==> config.mk <==
export PLATFORM = sky130hd
export DESIGN_NAME = boot_sequencer
export DESIGN_NICKNAME = d
export VERILOG_FILES = /design/src/rtl/boot_pkg.sv /design/src/rtl/boot_strap_capture.sv /design/src/rtl/boot_word_packer.sv /design/src/rtl/boot_rom_copier.sv /design/src/rtl/boot_ctrl.sv /design/src/rtl/boot_sequencer.sv
export SDC_FILE = /design/constraint.sdc
export NUM_CORES = 1
export LEC_CHECK = 0
export BUFFER_PORTS_ARGS = -buffer_cell sky130_fd_sc_hd__buf_2
export CORE_MARGIN = 2
export CORE_UTILIZATION = 55
export CTS_CLUSTER_SIZE = 16
export DETAILED_ROUTE_END_ITERATION = 8
export GPL_TIMING_DRIVEN = 1
export PLACE_DENSITY_LB_ADDON = 0.25
export SLEW_MARGIN = 20
export SYNTH_ARGS = -nofsm -noshare
export SYNTH_HDL_FRONTEND = slang
export SYNTH_SLANG_ARGS = --single-unit
==> constraint.sdc <==
create_clock -name clk -period 5.3 [get_ports clk]
set_input_delay 0 -clock clk [delete_from_list [all_inputs] [get_ports clk]]
set_output_delay 0 -clock clk [all_outputs]
set_load 0.01 [all_outputs]
==> src/rtl/boot_pkg.sv <==
// Package: shared encodings for the boot sequencer.
// Assumes a two-bit boot strap and a single sequencer FSM.
package boot_pkg;
    typedef enum logic [1:0] {
        MODE_HOST  = 2'b00,
        MODE_EMU   = 2'b01,
        MODE_ROM8  = 2'b10,
        MODE_ROM16 = 2'b11
    } boot_mode_e;

    typedef enum logic [2:0] {
        ST_IDLE      = 3'd0,
        ST_HOST_WAIT = 3'd1,
        ST_EMU_SET   = 3'd2,
        ST_ROM_COPY  = 3'd3,
        ST_RUN       = 3'd4
    } boot_state_e;
endpackage

==> src/rtl/boot_strap_capture.sv <==
// Module: samples the boot straps while reset is held and freezes them
// once reset is released.
// Assumes the straps are stable for at least one clock edge inside reset.
module boot_strap_capture
    import boot_pkg::*;
(
    input  logic       clk,
    input  logic       rst_n,
    input  logic [1:0] strap_mode,
    input  logic       strap_le,
    output boot_mode_e mode_q,
    output logic       le_q
);
    // Track straps during reset, hold them afterwards.
    always_ff @(posedge clk) begin
        if (!rst_n) begin
            mode_q <= boot_mode_e'(strap_mode);
            le_q   <= strap_le;
        end
    end
endmodule

==> src/rtl/boot_word_packer.sv <==
// Module: merges one ROM element into a partially built 32-bit word.
// Assumes lane counts 0..3 for bytes and 0..1 for half-words; pure logic.
module boot_word_packer (
    input  logic [31:0] acc,
    input  logic [15:0] elem,
    input  logic [1:0]  lane,
    input  logic        wide,
    input  logic        le,
    output logic [31:0] acc_nxt
);
    logic [1:0] pos8;
    logic       pos16;

    // Pick the element slot from lane and byte order, then OR it in.
    always_comb begin
        pos8  = le ? lane : (2'd3 - lane);
        pos16 = le ? lane[0] : ~lane[0];
        if (wide)
            acc_nxt = acc | ({16'b0, elem} << {pos16, 4'b0});
        else
            acc_nxt = acc | ({24'b0, elem[7:0]} << {pos8, 3'b0});
    end
endmodule

==> src/rtl/boot_rom_copier.sv <==
// Module: copies the boot image from ROM into word memory from address 0.
// It issues one ROM read per cycle while go is high and packs 8-bit or
// 16-bit elements into 32-bit words.
// Assumes rom_data is valid one cycle after rom_en and that go stays high
// until done.
module boot_rom_copier #(
    parameter int IMG_BYTES = 1024
) (
    input  logic                         clk,
    input  logic                         rst_n,
    input  logic                         go,
    input  logic                         wide,
    input  logic                         le,
    output logic                         rom_en,
    output logic [$clog2(IMG_BYTES)-1:0] rom_addr,
    input  logic [15:0]                  rom_data,
    output logic                         mem_we,
    output logic [$clog2(IMG_BYTES/4)-1:0] mem_addr,
    output logic [31:0]                  mem_wdata,
    output logic                         done
);
    localparam int ROM_AW = $clog2(IMG_BYTES);
    localparam int WORDS  = IMG_BYTES / 4;
    localparam int WAW    = $clog2(WORDS);
    localparam int CNT_W  = ROM_AW + 1;

    logic [CNT_W-1:0] issue_cnt;
    logic [CNT_W-1:0] elem_total;
    logic             rd_vld;
    logic [1:0]       lane;
    logic [1:0]       last_lane;
    logic [31:0]      acc;
    logic [31:0]      packed_w;
    logic [WAW-1:0]   wr_cnt;

    assign elem_total = wide ? CNT_W'(IMG_BYTES / 2) : CNT_W'(IMG_BYTES);
    assign last_lane  = wide ? 2'd1 : 2'd3;

    boot_word_packer u_packer (
        .acc     (acc),
        .elem    (rom_data),
        .lane    (lane),
        .wide    (wide),
        .le      (le),
        .acc_nxt (packed_w)
    );

    // Issue sequential ROM reads until every element has been requested.
    always_ff @(posedge clk) begin
        if (!rst_n) begin
            issue_cnt <= '0;
            rom_en    <= 1'b0;
            rom_addr  <= '0;
        end else begin
            rom_en <= 1'b0;
            if (go && (issue_cnt < elem_total)) begin
                rom_en    <= 1'b1;
                rom_addr  <= issue_cnt[ROM_AW-1:0];
                issue_cnt <= issue_cnt + 1'b1;
            end
        end
    end

    // Mark the cycle in which ROM data for the previous read is present.
    always_ff @(posedge clk) begin
        if (!rst_n) rd_vld <= 1'b0;
        else        rd_vld <= rom_en;
    end

    // Accumulate lanes and emit a word write on the final lane.
    always_ff @(posedge clk) begin
        if (!rst_n) begin
            acc       <= '0;
            lane      <= '0;
            wr_cnt    <= '0;
            mem_we    <= 1'b0;
            mem_addr  <= '0;
            mem_wdata <= '0;
            done      <= 1'b0;
        end else begin
            mem_we <= 1'b0;
            done   <= 1'b0;
            if (rd_vld) begin
                if (lane == last_lane) begin
                    mem_we    <= 1'b1;
                    mem_wdata <= packed_w;
                    mem_addr  <= wr_cnt;
                    wr_cnt    <= wr_cnt + 1'b1;
                    done      <= (wr_cnt == WAW'(WORDS - 1));
                    acc       <= '0;
                    lane      <= '0;
                end else begin
                    acc  <= packed_w;
                    lane <= lane + 1'b1;
                end
            end
        end
    end
endmodule

==> src/rtl/boot_ctrl.sv <==
// Module: boot path selection, core stall and release, and the host
// interrupt flag.
// Assumes the mode input is already frozen and copy_done is a single pulse.
module boot_ctrl
    import boot_pkg::*;
(
    input  logic       clk,
    input  logic       rst_n,
    input  boot_mode_e mode,
    input  logic       host_set,
    input  logic       cpu_clr,
    input  logic       copy_done,
    output logic       copy_go,
    output logic       cpu_stall,
    output logic       cpu_start,
    output logic       cpu_int,
    output logic       dspint_flag
);
    boot_state_e state, state_nxt;

    // Next-state choice for the boot path.
    always_comb begin
        state_nxt = state;
        case (state)
            ST_IDLE: begin
                case (mode)
                    MODE_HOST: state_nxt = ST_HOST_WAIT;
                    MODE_EMU:  state_nxt = ST_EMU_SET;
                    default:   state_nxt = ST_ROM_COPY;
                endcase
            end
            ST_HOST_WAIT: if (host_set || dspint_flag) state_nxt = ST_RUN;
            ST_EMU_SET:   state_nxt = ST_RUN;
            ST_ROM_COPY:  if (copy_done) state_nxt = ST_RUN;
            default:      state_nxt = ST_RUN;
        endcase
    end

    // State register.
    always_ff @(posedge clk) begin
        if (!rst_n) state <= ST_IDLE;
        else        state <= state_nxt;
    end

    // Host flag: set by host or emulation step, cleared by the running core.
    always_ff @(posedge clk) begin
        if (!rst_n)
            dspint_flag <= 1'b0;
        else
            dspint_flag <= host_set | (state == ST_EMU_SET) |
                           (dspint_flag & ~(cpu_clr & (state == ST_RUN)));
    end

    // Interrupt only on a clear-to-set edge seen by a running core.
    always_ff @(posedge clk) begin
        if (!rst_n) cpu_int <= 1'b0;
        else        cpu_int <= (state == ST_RUN) & host_set & ~dspint_flag;
    end

    // One-cycle start pulse on entry to the run state.
    always_ff @(posedge clk) begin
        if (!rst_n) cpu_start <= 1'b0;
        else        cpu_start <= (state != ST_RUN) && (state_nxt == ST_RUN);
    end

    assign copy_go   = (state == ST_ROM_COPY);
    assign cpu_stall = (state != ST_RUN);
endmodule

==> src/rtl/boot_sequencer.sv <==
// Module: top of the reset-time boot sequencer. It ties strap capture,
// the ROM copy engine and the release controller together.
// Assumes one clock domain, synchronous active-low reset, and a ROM
// with one cycle of read latency.
module boot_sequencer
    import boot_pkg::*;
#(
    parameter int IMG_BYTES = 1024
) (
    input  logic                           clk,
    input  logic                           rst_n,
    input  logic [1:0]                     strap_mode,
    input  logic                           strap_le,
    input  logic                           host_int_set,
    input  logic                           cpu_int_clr,
    output logic                           rom_en,
    output logic [$clog2(IMG_BYTES)-1:0]   rom_addr,
    input  logic [15:0]                    rom_data,
    output logic                           mem_we,
    output logic [$clog2(IMG_BYTES/4)-1:0] mem_addr,
    output logic [31:0]                    mem_wdata,
    output logic                           copy_done,
    output logic                           cpu_stall,
    output logic                           cpu_start,
    output logic                           cpu_int,
    output logic                           dspint_flag
);
    boot_mode_e mode_q;
    logic       le_q;
    logic       copy_go;

    boot_strap_capture u_straps (
        .clk        (clk),
        .rst_n      (rst_n),
        .strap_mode (strap_mode),
        .strap_le   (strap_le),
        .mode_q     (mode_q),
        .le_q       (le_q)
    );

    boot_rom_copier #(.IMG_BYTES(IMG_BYTES)) u_copier (
        .clk       (clk),
        .rst_n     (rst_n),
        .go        (copy_go),
        .wide      (mode_q == MODE_ROM16),
        .le        (le_q),
        .rom_en    (rom_en),
        .rom_addr  (rom_addr),
        .rom_data  (rom_data),
        .mem_we    (mem_we),
        .mem_addr  (mem_addr),
        .mem_wdata (mem_wdata),
        .done      (copy_done)
    );

    boot_ctrl u_ctrl (
        .clk         (clk),
        .rst_n       (rst_n),
        .mode        (mode_q),
        .host_set    (host_int_set),
        .cpu_clr     (cpu_int_clr),
        .copy_done   (copy_done),
        .copy_go     (copy_go),
        .cpu_stall   (cpu_stall),
        .cpu_start   (cpu_start),
        .cpu_int     (cpu_int),
        .dspint_flag (dspint_flag)
    );
endmodule

==> results.txt, run 1 <==
CTS sink count: 116
Max H-tree Level: 4
TNS Setup: 0 ns
Drc violations: 0
Final Skew: 0.0112 ns
Ys async rst share: 0
Top Ports: 80
Finished Cell Area: 5840 um2
Crit-path slowest cell: a21o_1
Top FF cell, synth: dfxtp_1
Top cells by area, synth: dfxtp_1, a21oi_1, nand2_1
Slew headroom: 0.287
Tmin final: 3.14 ns
Mapped cell area: 4660 um2
Initial antenna violation count: 0
Pwr dens: 356 nW/um2
Share of layout cells above drive strength 1: 0.222
Worst-Skew Late Latency: 0.51 ns
Starting DRT DRC Count: 238
Sequential cell area: 2350 um2
Final period util: 0.592
Commonest cells in the netlist: dfxtp_1, a21oi_1, nand2_1
CP endpoint kind: flip-flop
Via-per-instance ratio: 5.73
Routed vias: 4,161
FILL cells: 635
Tot Pwr: 2080 uW
CORE AREA: 8220 um2
Classification of the worst setup path: reg2reg
Die Area: 9220 um2
Routed WL: 11,200 um
Multi-input gate area: 2160 um2
Placed inst area: 5080 um2
Post-synthesis sequential area ratio: 0.505
Hold Path Class: in2reg
Synth area leader: dfxtp_1
Vias in the first global route: 3,847
Max-slew violations: 0
Yosys cell types: 45
Total CTS buffers: 17
Final setup viols: 0
Port buffer count: 79
Post-Syn Area per Cell: 8.92 um2
GPL Wtd Cong: 0.809
Yosys warning count: 0
Crit-path cells: nand2_1 > a21o_1 > nand2_1 > a211oi_1
First-pass GRT wire length: 18,200 um
Critical Path AT: 3.53 ns
GR Util All Layers: 0.258
Post-synthesis register bit count: 116
Critical Path Start Type: flip-flop
Most frequent cell after synthesis: dfxtp_1
WL/cell: 15.5 um
Clock-pin slew on the worst setup and hold paths: 0.05 ns
CTS tree: built
Peak supply drop: 0.000240 V
Syn-to-layout area delta: 25.4%
ANT cells: 0
Post-synth EDFFs: 3
Root Buffer: clkbuf_8
Fin nets: 637
Die height: 96.0 um
Syn_nets: 548
Status: completed
Initial core utilization: 0.567
Post-route ant nets: 0
Max-Cap Viols: 0
Fin. Hold Viols: 0
Postcts setup bufs: 0
CP peak stage delay: 0.83 ns
Cell Rows: 33
GR Overflow Total: 0
Pre-antenna DRT Iters: 5
RSZ-0062 raised after global routing: false
Fmax: 0.319 GHz
Pin count of the biggest net entering global routing: 68
Die Span X: 96.0 um
Post-Syn Instances: 522
DP Wirelength: 6800 um
Data required, critical path: 5.69 ns
CP most frequent cell: nand2_1
Worst-Margin Slew: 1.07 ns
Synth top area share: 0.486
Clock buffer depth: 2
Critical path peak fanout: 33
Leak: 0.00224 uW
kinds of logic (layout without fill, tap and decap cells):
logic type,after synthesis,in the layout,synth area share
multiplexers,22,22,0.0497
XOR/XNOR,10,10,0.0188
AO/OA/AOI/OAI,167,167,0.219
AND/OR/NAND/NOR,165,165,0.165
flip-flops,116,116,0.505
adder cells (fa/ha/maj),3,3,0.00806
buffers and inverters,39,138,0.0347
critical path, delay by kind of cell, from the launching register on:
| kind | cells | cell delay [ns] |
|---|---|---|
| and+or+nand+nor | 2 | 1.14 |
| DFF | 1 | 0.62 |
| AOI/OAI and AO/OA | 2 | 1.25 |
cells in the final DEF, fill, tap and decap left out, types with 9 or more instances in the layout:
master         netlist  routed
a211oi_1            13      13
a21oi_1             56      55
a31o_2               9       9
a31oi_1             24      24
buf_2               12      79
clkbuf_16            0      16
dfxtp_1            113     113
dlygate4sd3_1        0      21
mux2_2               9       9
mux2i_1             13      13
nand2_1             55      55
nand3_1             24      24
nor2_1              50      50
nor3_1              11      11
o21ai_0             35      35
xnor2_1              9       9
flip-flops by register name (all words and copies together), names as in the netlist, 2 cells and up:
register            flops
u_ctrl.state            3
u_straps.mode_q         2
u_copier.issue_cnt     11
u_copier.mem_wdata     32
u_copier.acc           32
u_copier.wr_cnt         8
u_copier.mem_addr       8
u_copier.lane           2
u_copier.rom_addr      10
through the flow:
stage / hold WS [ns] / cells / util / setup WS [ns]
2_1_floorplan: 0.0989 / 522 / - / 2.86
3_3_place_gp: 0.201 / 676 / 0.619 / 2.38
3_5_place_dp: 0.185 / 676 / 0.619 / 2.23
4_1_cts: 0.105 / 726 / 0.710 / 2.18
5_1_grt: 0.158 / 726 / 0.711 / 1.85
6_report: 0.141 / 726 / 0.711 / 2.16
repair_timing:
action	in CTS	in global routing
hold buffers	21	0
endpoints found under the hold margin	71	0
gates resized for setup	0	0
power by group:
part	switching (uW)	internal, uW	leakage [uW]
Sequential	19.0	889	0.000940
Combinational	80.6	54.9	0.00103
Clock	364	671	0.000272
Total	464	1620	0.00224
final timing paths:
check,from,endpoint,slack [ns],cells past startpoint
max,u_copier.rd_vld,u_copier.acc[12],2.16,4
min,rst_n,u_copier.issue_cnt[8],0.14,4
max reg2reg,u_copier.rd_vld,u_copier.acc[12],2.16,4
min reg2reg,u_copier.mem_addr[6],u_copier.mem_addr[6],0.45,2
final cells by class:
class,count,share of cell area
Clock buffer,24,0.0840
Clock inverter,5,0.00857
Inverter,5,0.00321
Multi-Input combinational cell,367,0.370
Sequential cell,116,0.403
Tap cell,105,0.0225
Timing Repair Buffer,104,0.109
layer usage:
metal	wire length [um]	GRT usage	vias up
li1	-	-	2063
met1	4980	0.321	1921
met2	5210	0.409	156
met3	788	0.0775	21
met4	259	0.123	0
met5	0	0	-
Note: power is estimated with default switching activity, not from simulation.
==> run 2: changes to the inputs <==
--- a/config.mk
+++ b/config.mk
@@ -5,6 +5,7 @@
 export SDC_FILE = /design/constraint.sdc
 export NUM_CORES = 1
 export LEC_CHECK = 0
+export ABC_AREA = 1
 export BUFFER_PORTS_ARGS = -buffer_cell sky130_fd_sc_hd__buf_2
 export CORE_MARGIN = 2
 export CORE_UTILIZATION = 55
==> constraint.sdc (replaced) <==
create_clock -name clk -period 3 [get_ports clk]
set_input_delay 0 -clock clk [delete_from_list [all_inputs] [get_ports clk]]
set_output_delay 0 -clock clk [all_outputs]
set_load 0.01 [all_outputs]
==> results.txt, run 2 <==
Top flop regs: u_copier.acc: 32 flops, u_copier.mem_wdata: 32 flops, u_copier.issue_cnt: 11 flops
Post-Syn Instances: 688 (+32%)
Routed WL: 11,800 um (+4.9%)
Synth area leader: dfxtp_1
CTS tree: built
RSZ-0062 raised after global routing: false
Post-synthesis sequential area ratio: 0.481 (-0.0245)
CORE AREA: 8680 um2 (+5.6%)
CTS sink count: 116 (unchanged)
Die height: 98.3 um (+2.4%)
CP startpoint: u_straps.mode_q[0]
Top cells by area, synth: dfxtp_1, nand2_1, nor2_1
Most frequent cell after synthesis: nand2_1
Critical Path Start Type: flip-flop
Worst R2R Path Depth: 9 (+5)
Port buffer count: 79 (unchanged)
Die Span X: 98.3 um (+2.4%)
Worst-Skew Late Latency: 0.51 ns (about the same)
Mux cell area share after synthesis: 0 (-0.0497)
Top FF cell, synth: dfxtp_1
Post-Syn Area per Cell: 7.11 um2 (-20%)
GR Overflow Total: 0 (unchanged)
Clock-pin slew on the worst setup and hold paths: 0.06 ns (about the same)
Post-synth EDFFs: 3 (unchanged)
Grt met1 use: 0.309 (-0.0122)
Clock buffer depth: 2 (unchanged)
Leading cell types in the layout, fill and taps excluded: nand2_1, nor2_1, dfxtp_1
Grt peak-use layer: met2
Critical path peak fanout: 27 (-18%)
WL/cell: 13.0 um (-16%)
Hold Startpoint: rom_data[3]
Commonest cells in the netlist: nand2_1, dfxtp_1, nor2_1
Fin nets: 813 (+28%)
Yosys warning count: 0 (unchanged)
Fin. Hold Viols: 0 (unchanged)
Hold Path Stages: 5 (+1)
Classification of the worst setup path: reg2reg
Syn_nets: 714 (+30%)
Place WS: 0.793 ns (-1.44 ns)
Syn-to-layout area delta: 23.9%
Fmax: 0.444 GHz (+39%)
Cell Rows: 34 (+3.0%)
Peak supply drop: 0.000436 V (+82%)
TNS Setup: 0 ns (unchanged)
Critical Path AT: 2.69 ns (-0.84 ns)
Data required, critical path: 3.44 ns (-2.25 ns)
Synth top area share: 0.462 (-0.0236)
Met2 Use GR: 0.436 (+0.0268)
Max-slew violations: 0 (unchanged)
Crit-path slowest cell: edfxtp_1
Psw: 913 uW (+97%)
Fraction of the mapped netlist area in simple logic gates: 0.335 (+0.170)
Total CTS buffers: 17 (unchanged)
Mapped cell area: 4890 um2 (+5.1%)
Root Buffer: clkbuf_8
Hold-critical path endpoint: u_copier.acc[3]
Compound-Gate Fraction of Synth Area: 0.0867 (-0.132)
Clock power frac: 0.488 (-0.010)
Status: completed
Adder-cell share of the synthesized area: 0.00767 (-0.000391)
CP endpoint kind: flip-flop
FILL cells: 730 (+15%)
Starting DRT DRC Count: 239 (+0.42%)
Pwr dens: 624 nW/um2 (+75%)
Drc violations: 0 (unchanged)
Worst-Margin Slew: 0.472 ns (-0.595 ns)
GR Util All Layers: 0.252 (-0.00636)
Vias in the first global route: 4,404 (+14%)
Final period util: 0.750 (+0.158)
Leading cell type in the layout, fill and taps excluded: nand2_1
Share of layout cells above drive strength 1: 0.164 (-0.0583)
Sw Ratio: 0.241 (+0.0180)
Tmin final: 2.25 ns (-0.886 ns)
Largest family of logic cells by synthesized area: simple AND/OR/NAND/NOR gates
Top Ports: 80 (unchanged)
Dpl cells: 856 (+27%)
Worst R2R Start: u_straps.mode_q[0]
Pin count of the biggest net entering global routing: 30 (-56%)
Max-Cap Viols: 0 (unchanged)
Post-synthesis register bit count: 116 (unchanged)
Worst Slack Setup Final: 0.749 ns (-1.41 ns)
Post-layout util: 0.699 (-0.0120)
Routed vias: 4,654 (+12%)
Hold Path Class: in2reg
CP peak stage delay: 0.44 ns (-0.39 ns)
FF-to-FF End: u_copier.rom_addr[5]
Synth Area in XOR/XNOR: 0.00716 (-0.0116)
GPL Wtd Cong: 0.852 (+5.2%)
Met3 usage: 0.0558 (-0.0217)
Final setup viols: 0 (unchanged)
Crit-path cells: nand2_2 > clkinv_4 > ha_1 > inv_1 > nor2_1 > nor2_2 > buf_4 > o21ai_0 > a21oi_1
Internal power: 2870 uW (+78%)
Final Skew: 0.0120 ns (+0.000813 ns)
Flop2flop setup slack: 0.75 ns (-1.41 ns)
Pre-antenna DRT Iters: 5 (unchanged)
Initial antenna violation count: 0 (unchanged)
ANT cells: 0 (unchanged)
Initial core utilization: 0.564 (-0.00276)
Sequential share of power: 0.427 (-0.010)
First-pass GRT wire length: 19,900 um (+9.1%)
Die Area: 9670 um2 (+4.9%)
Leak: 0.00290 uW (+29%)
CTS resizes: 0 (unchanged)
Ys async rst share: 0 (unchanged)
Yosys cell types: 36 (-20%)
Via-per-instance ratio: 5.13 (-10%)
Slew headroom: 0.685 (+0.398)
DP Wirelength: 7850 um (+15%)
Non-filler instance count after layout: 907 (+25%)
Max H-tree Level: 4 (unchanged)
Comb pwr share: 0.086 (+0.021)
Post-route ant nets: 0 (unchanged)
==> run 2: worst max path at each step <==
stage,to,slack (ns)
after floorplan,u_copier.issue_cnt[5],1.12
after global placement,u_copier.issue_cnt[10],0.88
after detailed placement,u_copier.rom_addr[5],0.79
after CTS,u_copier.rom_addr[5],0.75
after global routing,u_copier.issue_cnt[0],0.53
final,u_copier.rom_addr[5],0.75
==> run 2: cells by family after synthesis <==
logic type	after synthesis
AOI/OAI and AO/OA	81
xor gates and xnor gates	4
adders and majority gates	3
buffers and inverters	89
DFF	116
and+or+nand+nor	395
==> run 2: cell type report <==
class | count | area, um2 | area share
Clock buffer | 22 | 473 | 0.0780
Clock inverter | 9 | 77.6 | 0.0128
Inverter | 63 | 241 | 0.0398
Multi-Input combinational cell | 483 | 2140 | 0.352
Sequential cell | 116 | 2350 | 0.388
Tap cell | 108 | 135 | 0.0223
Timing Repair Buffer | 106 | 648 | 0.107
==> run 2: timing repair <==
action | CTS | global route
setup buffers | 0 | 0
endpoints found under the setup margin | 0 | 0
hold buffers | 20 | 0
endpoints found under the hold margin | 62 | 0
==> run 2: per-stage QoR <==
| stage | hold WS, ns | power, uW | cell area, um2 |
|---|---|---|---|
| 3_3_place_gp | 0.192 | 1940 | 5310 |
| 2_1_floorplan | 0.0989 | 1860 | 4890 |
| 4_1_cts | 0.0147 | 3810 | 6060 |
| 6_report | 0.0416 | 3790 | 6060 |
| 3_5_place_dp | 0.186 | 1950 | 5310 |
| 5_1_grt | 0.106 | 3920 | 6060 |
==> run 2: layer usage <==
layer | vias up | wire (um)
li1 | 2347 | -
met1 | 2173 | 5160
met2 | 119 | 5970
met3 | 15 | 517
met4 | 0 | 143
met5 | - | 0
==> run 2: power groups by stage <==
stage / logic [uW] / clock network [uW] / registers (uW)
after detailed placement: 299 / 0 / 1650
after global routing: 366 / 1940 / 1620
final: 325 / 1850 / 1620
after floorplan: 208 / 0 / 1650
after CTS: 323 / 1870 / 1610
after global placement: 294 / 0 / 1640
==> run 2: worst max-delay path: cells and delay by family (launching register included) <==
family | cells | cell delay (ns)
compound gates | 2 | 0.25
fa+ha+maj | 1 | 0.35
buf+inv | 3 | 0.55
flops | 1 | 0.44
simple gates | 3 | 0.61
